[config.mk]
export PLATFORM = sky130hd
export DESIGN_NAME = pci_cfg_responder
export DESIGN_NICKNAME = d
export VERILOG_FILES = /design/src/rtl/cfgsp_pkg.sv /design/src/rtl/cfgsp_bar.sv /design/src/rtl/cfgsp_irq_line.sv /design/src/rtl/cfgsp_hdr_rom.sv /design/src/rtl/pci_cfg_responder.sv
export SDC_FILE = /design/constraint.sdc
export NUM_CORES = 1
export LEC_CHECK = 0
export ABC_AREA = 1
export BUFFER_PORTS_ARGS = -buffer_cell sky130_fd_sc_hd__buf_2
export CAP_MARGIN = 20
export CORE_ASPECT_RATIO = 0.8
export CORE_MARGIN = 3
export CORE_UTILIZATION = 35
export CTS_BUF_LIST = sky130_fd_sc_hd__clkbuf_4 sky130_fd_sc_hd__clkbuf_8
export DETAILED_ROUTE_END_ITERATION = 10
export GPL_TIMING_DRIVEN = 0
export HOLD_SLACK_MARGIN = 0.03
export PLACE_DENSITY = 0.57
export SYNTH_ARGS = -nofsm -noshare
export SYNTH_HDL_FRONTEND = slang
export SYNTH_SLANG_ARGS = --single-unit
[constraint.sdc]
create_clock -name clk -period 2.8 [get_ports clk]
set_clock_uncertainty 0.15 [all_clocks]
set_input_delay 0.84 -clock clk [delete_from_list [all_inputs] [get_ports clk]]
set_output_delay 0.84 -clock clk [all_outputs]
set_load 0.05 [all_outputs]
[src/rtl/cfgsp_pkg.sv]
package cfgsp_pkg;
  // dword slots of the header that carry behaviour
  localparam int DW_W       = 6;
  localparam int BAR_SLOTS  = 5;
  localparam logic [DW_W-1:0] DW_IDENT  = 6'd0;
  localparam logic [DW_W-1:0] DW_CMDSTS = 6'd1;
  localparam logic [DW_W-1:0] DW_CLASS  = 6'd2;
  localparam logic [DW_W-1:0] DW_BAR0   = 6'd4;
  localparam logic [DW_W-1:0] DW_SUBSYS = 6'd11;
  localparam logic [DW_W-1:0] DW_IRQ    = 6'd15;
  localparam logic [1:0]      IO_MARK   = 2'b01;
endpackage

[src/rtl/cfgsp_bar.sv]
module cfgsp_bar
  import cfgsp_pkg::*;
#(
  parameter int unsigned WIN_BYTES = 8
) (
  input  logic        clk,
  input  logic        rst_n,
  input  logic        wr_hit,
  input  logic [3:0]  wr_be,
  input  logic [31:0] wr_data,
  output logic [31:0] bar_q
);
  localparam logic [31:0] SIZE_MASK = ~(32'(WIN_BYTES)) + 32'd1;

  logic [31:2] addr_q;
  logic [31:2] addr_d;
  logic        sizing;

  // next-state: byte merge, sizing pattern overrides
  always_comb begin
    sizing = (wr_be == 4'hF) && (wr_data == 32'hFFFF_FFFF);
    addr_d = addr_q;
    if (wr_be[0]) addr_d[7:2] = wr_data[7:2];
    for (int b = 1; b < 4; b++) begin
      if (wr_be[b]) addr_d[8*b +: 8] = wr_data[8*b +: 8];
    end
    if (sizing) addr_d = SIZE_MASK[31:2];
  end

  always_ff @(posedge clk or negedge rst_n) begin
    if (!rst_n)      addr_q <= '0;
    else if (wr_hit) addr_q <= addr_d;
  end

  assign bar_q = {addr_q, IO_MARK};

  p_bar_size_r4: assert property (@(posedge clk) disable iff (!rst_n)
    (wr_hit && wr_be == 4'hF && wr_data == 32'hFFFF_FFFF)
      |=> (bar_q == {SIZE_MASK[31:2], IO_MARK}));

  p_bar_hold_r5: assert property (@(posedge clk) disable iff (!rst_n)
    !wr_hit |=> $stable(bar_q));

  p_bar_keep_r12: assert property (@(posedge clk) disable iff (!rst_n)
    (wr_hit && wr_be == 4'h0) |=> $stable(bar_q));
endmodule

[src/rtl/cfgsp_irq_line.sv]
module cfgsp_irq_line #(
  parameter int LINE_W = 8
) (
  input  logic              clk,
  input  logic              rst_n,
  input  logic              wr_hit,
  input  logic [LINE_W-1:0] wr_byte,
  output logic [LINE_W-1:0] line_q
);
  logic [LINE_W-1:0] line_d;

  always_comb line_d = wr_byte;

  always_ff @(posedge clk or negedge rst_n) begin
    if (!rst_n)      line_q <= '0;
    else if (wr_hit) line_q <= line_d;
  end

  p_line_hold_r8: assert property (@(posedge clk) disable iff (!rst_n)
    !wr_hit |=> $stable(line_q));

  p_line_take_r8: assert property (@(posedge clk) disable iff (!rst_n)
    wr_hit |=> (line_q == $past(wr_byte)));
endmodule

[src/rtl/cfgsp_hdr_rom.sv]
module cfgsp_hdr_rom
  import cfgsp_pkg::*;
#(
  parameter logic [31:0] IDENT_WORD  = 32'h3253_4348,
  parameter logic [31:0] SUBSYS_WORD = 32'h3253_4348,
  parameter logic [15:0] CMD_WORD    = 16'h0001,
  parameter logic [15:0] STS_WORD    = 16'h0200,
  parameter logic [31:0] CLASS_WORD  = 32'h0700_0210,
  parameter logic [7:0]  PIN_BYTE    = 8'h01
) (
  input  logic [DW_W-1:0] dw,
  input  logic [31:0]     bars [BAR_SLOTS],
  input  logic [7:0]      irq_line,
  output logic [31:0]     rdata
);
  always_comb begin
    rdata = '0;
    unique case (dw)
      DW_IDENT:  rdata = IDENT_WORD;
      DW_SUBSYS: rdata = SUBSYS_WORD;
      DW_CMDSTS: rdata = {STS_WORD, CMD_WORD};
      DW_CLASS:  rdata = CLASS_WORD;
      DW_IRQ:    rdata = {16'h0000, PIN_BYTE, irq_line};
      default:   rdata = '0;
    endcase
    for (int i = 0; i < BAR_SLOTS; i++) begin
      if (dw == DW_W'(int'(DW_BAR0) + i)) rdata = bars[i];
    end
  end
endmodule

[src/rtl/pci_cfg_responder.sv]
module pci_cfg_responder
  import cfgsp_pkg::*;
#(
  parameter int          NUM_PORTS   = 2,
  parameter int          ADDR_W      = 10,
  parameter int unsigned IO_WIN      = 8,
  parameter logic [31:0] IDENT_WORD  = 32'h3253_4348,
  parameter logic [31:0] SUBSYS_WORD = 32'h3253_4348,
  parameter logic [15:0] CMD_WORD    = 16'h0001,
  parameter logic [15:0] STS_WORD    = 16'h0200,
  parameter logic [31:0] CLASS_WORD  = 32'h0700_0210,
  parameter logic [7:0]  PIN_BYTE    = 8'h01
) (
  input  logic              clk,
  input  logic              rst_n,
  input  logic              wr_en,
  input  logic [ADDR_W-1:0] wr_addr,
  input  logic [3:0]        wr_be,
  input  logic [31:0]       wr_data,
  input  logic              rd_en,
  input  logic [ADDR_W-1:0] rd_addr,
  output logic              rd_valid,
  output logic [31:0]       rd_data
);
  localparam int HI_W = ADDR_W - DW_W;

  logic            wr_in_win, rd_in_win;
  logic [DW_W-1:0] wr_dw, rd_dw;
  logic [31:0]     bars [BAR_SLOTS];
  logic [7:0]      irq_line;
  logic            irq_hit;
  logic [31:0]     rom_word;
  logic            rd_valid_d, rd_valid_q;
  logic [31:0]     rd_data_d, rd_data_q;

  assign wr_in_win = (wr_addr[ADDR_W-1:DW_W] == HI_W'(0));
  assign rd_in_win = (rd_addr[ADDR_W-1:DW_W] == HI_W'(0));
  assign wr_dw     = wr_addr[DW_W-1:0];
  assign rd_dw     = rd_addr[DW_W-1:0];

  // BAR slots: implemented ones per port, the rest tied to zero
  for (genvar g = 0; g < BAR_SLOTS; g++) begin : g_bar
    if (g < NUM_PORTS) begin : g_live
      logic hit;
      assign hit = wr_en && wr_in_win && (wr_dw == DW_W'(int'(DW_BAR0) + g));
      cfgsp_bar #(.WIN_BYTES(IO_WIN)) u_bar (
        .clk     (clk),
        .rst_n   (rst_n),
        .wr_hit  (hit),
        .wr_be   (wr_be),
        .wr_data (wr_data),
        .bar_q   (bars[g])
      );
    end else begin : g_tied
      assign bars[g] = '0;
    end
  end

  assign irq_hit = wr_en && wr_in_win && (wr_dw == DW_IRQ) && wr_be[0];

  cfgsp_irq_line #(.LINE_W(8)) u_irq (
    .clk     (clk),
    .rst_n   (rst_n),
    .wr_hit  (irq_hit),
    .wr_byte (wr_data[7:0]),
    .line_q  (irq_line)
  );

  cfgsp_hdr_rom #(
    .IDENT_WORD  (IDENT_WORD),
    .SUBSYS_WORD (SUBSYS_WORD),
    .CMD_WORD    (CMD_WORD),
    .STS_WORD    (STS_WORD),
    .CLASS_WORD  (CLASS_WORD),
    .PIN_BYTE    (PIN_BYTE)
  ) u_rom (
    .dw       (rd_dw),
    .bars     (bars),
    .irq_line (irq_line),
    .rdata    (rom_word)
  );

  // read path next-state
  always_comb begin
    rd_valid_d = rd_en;
    rd_data_d  = rd_in_win ? rom_word : 32'h0;
  end

  always_ff @(posedge clk or negedge rst_n) begin
    if (!rst_n) rd_valid_q <= 1'b0;
    else        rd_valid_q <= rd_valid_d;
  end

  always_ff @(posedge clk or negedge rst_n) begin
    if (!rst_n)     rd_data_q <= '0;
    else if (rd_en) rd_data_q <= rd_data_d;
  end

  assign rd_valid = rd_valid_q;
  assign rd_data  = rd_data_q;

  p_rd_valid_r11: assert property (@(posedge clk) disable iff (!rst_n)
    rd_en |=> rd_valid);

  p_rd_idle_r11: assert property (@(posedge clk) disable iff (!rst_n)
    !rd_en |=> (!rd_valid && $stable(rd_data)));

  p_ident_r1: assert property (@(posedge clk) disable iff (!rst_n)
    (rd_en && rd_addr == ADDR_W'(0)) |=> (rd_data == IDENT_WORD));

  p_cmdsts_r2: assert property (@(posedge clk) disable iff (!rst_n)
    (rd_en && rd_addr == ADDR_W'(1)) |=> (rd_data == {STS_WORD, CMD_WORD}));

  p_outside_r10: assert property (@(posedge clk) disable iff (!rst_n)
    (rd_en && rd_addr[ADDR_W-1:DW_W] != HI_W'(0)) |=> (rd_data == 32'h0));
endmodule

==> metrics.yaml <==
sta:
  rsz0062_at_grt: "false"
  final_hold_viol_count: 0
  max_freq_ghz: 0.482
  relSlewSlack: 0.574
  finalMaxSlewViolations: 0
  period_share: 0.740
  timing.final.crit_period_ps: 2070
  worst_slack_ps: 727
  tightest_slew_ps: 639
  final-setup-viol-count: 0
placement:
  dpl_cell_area_sq_um: 5630
  port_buffers: 92
  dp.cells: 868
  place_ws_ps: 458
  place_congestion: 0.840
  dpl.hpwl_mm: 9.97
power_and_ir_drop:
  vdd_drop_max_uv: 288
  power.density_nw_per_um2: 463
  power_mw: 2.71
  cellLeakagePower_nw: 3.23
drt:
  vias: 4203
  drc: 0
  wl_per_cell_um: 15.0
  vias_per_cell: 4.75
  ant_nets: 0
  drt-initial-drc-count: 230
  firstDrtPassIters: 5
  routed_wl_mm: 13.2
critical_path:
  crit_slowest_cell: "dfrtp_1"
  path_buf_inv: 1
  r2r_cells: 4
  cp.depth: 1
  cp_max_fo: 2
  start_kind: "flop"
  r2r_start: "g_bar[0].g_live.u_bar.addr_q[17]"
  crit_type: "reg -> out"
  reg2reg_slack_ps: 1760
  required_ps: 1810
  r2r_end: "rd_data[17]"
  arrival_ps: 1080
  worstSetupEndpointType: "primary output"
  critPathTopFamily: "flip-flops"
  crit_chain: "buf_2"
  max_stage_delay_ps: 420
grt:
  grt.total_usage: 0.177
  grt_pass1_wl_mm: 22.1
  grt_pass1_vias: 4363
  grt_max_degree: 56
  antenna_found_initial: 0
  grt_overflow: 0
cts:
  post_cts_buffers: 0
  cts.sinks: 101
  cts_made_buffers: 9
  cts_max_path_buffers: 2
  cts_resized: 0
  cts_max_level: 3
  ctsRootBufferMaster: "clkbuf_8"
  holdBufCountCts: 0
  worstSkewPairLatency_ps: 380
  clk_pin_slew_ps: 110
  cts_tree: "done"
synthesis:
  synth_cell_types: 26
  yosys-top-cells-count: "225 x nand2_1, 101 x dfrtp_1, 51 x inv_1, 47 x nor2_1, 35 x o21ai_1"
  syn_nets: 655
  synth_edf_count: 0
  yosysWarnings: 0
  synth_area_leaders: "dfrtp_1 51%, nand2_1 17%, o21ai_2 4.3%, inv_1 3.9%, nor2_1 3.6%"
  async_flop_share: 1.00
  ys_seq_area_frac: 0.514
  yosysTopAreaCellShare: 0.514
  synth.most_common_cell: "nand2_1"
  synthesis.area_sq_um: 4920
  synth.largest_area_cell: "dfrtp_1"
  avgSynthCellArea_sq_um: 8.26
  synth_ff_type: "dfrtp_1"
  ys_seq_elements: 101
  syn-instance-count: 595
final_layout:
  fin_cells: 884
  antenna_cells: 0
  area_growth_pct: 19.1
  drive_gt1_frac: 0.253
  fin_util: 0.429
  layout.nets: 759
  postLayoutCellArea_sq_um: 5850
floorplan:
  row_count: 38
  dieArea_sq_um: 15500
  core_sq_um: 13600
  chipHeight_um: 112
  initial_core_util: 0.360
  ios: 93
  die_width_um: 139
status:
  status: "complete, no violations"
worst_hold_path:
  hp-class: "in -> async"
run:
  cap_violations: 0
## kinds of logic (layout without fill, tap and decap cells)
| family | Yosys count | after routing | synth area share |
|---|---|---|---|
| DFF | 101 | 101 | 0.514 |
| buffers and inverters | 77 | 186 | 0.0761 |
| AOI/OAI and AO/OA | 91 | 91 | 0.111 |
| and+or+nand+nor | 326 | 326 | 0.299 |
## worst max path at each step
| stage | slack [ps] | end | start |
|---|---|---|---|
| after floorplan | 790 | g_bar[0].g_live.u_bar.addr_q[30] | wr_addr[9] |
| after global placement | -350 | rd_data[30] | rst_n |
| after detailed placement | 460 | rd_data[17] | rd_addr[5] |
| after CTS | 710 | rd_data[14] | rd_data[14] |
| after global routing | 700 | rd_data[14] | rd_data[14] |
| final | 730 | rd_data[14] | rd_data[14] |
## per-stage QoR
stage                     hold WS, ps  setup TNS (ps)
final                             324               0
after global routing              339               0
after detailed placement          308               0
after floorplan                   287               0
after global placement            300          -34790
after CTS                         332               0
## registers in the layout, summed over array words and instances, names as in the netlist
name                       flops
rd_valid                       1
rd_data                       32
u_irq.line_q                   8
g_bar.g_live.u_bar.addr_q     60
## per-layer routing
metal,track usage,wire length (um),vias up
li1,-,-,2097
met3,0.0391,598,14
met2,0.282,6110,88
met4,0.0382,162,0
met5,0,0,-
met1,0.250,6380,2004
## cell usage in the layout (no fill, tap or decap)
cell type,synthesis,routed
nor2_4,4,4
buf_2,4,95
buf_16,0,1
nor2_2,3,3
buf_4,0,1
clkbuf_8,0,9
nand4_1,14,14
bufinv_16,0,2
nand3_2,2,2
buf_6,10,10
nor4_4,1,1
inv_1,51,51
clkinv_4,0,2
o21ai_0,30,30
nand3_1,16,16
a21oi_1,2,2
dfrtp_1,101,101
inv_4,1,1
nand4_2,1,1
nand2_1,225,225
o21ai_2,24,24
clkinv_2,2,3
nor2_1,47,47
nand2_2,3,3
clkbuf_1,4,4
nor4_1,1,1
nand3_4,5,5
inv_6,0,1
clkinvlp_4,0,1
inv_2,5,5
nor3_4,1,1
o21ai_1,35,35
nand2_4,3,3
## power by group
part           internal [mW]  switching [mW]
sequential              1.47         0.00482
clock                  0.508           0.531
combinational         0.0612           0.139
total                   2.04           0.675
## cell type report
type | count | area, sq um
plain buffers | 18 | 148
clock buffers | 9 | 124
clock inverters | 7 | 98.8
fillers | 1377 | 7790
inverters | 59 | 226
multi-input cells | 417 | 2010
flip-flops and latches | 101 | 2530
well taps | 180 | 225
repair buffers | 93 | 490
(Power assumes the default switching activity.)
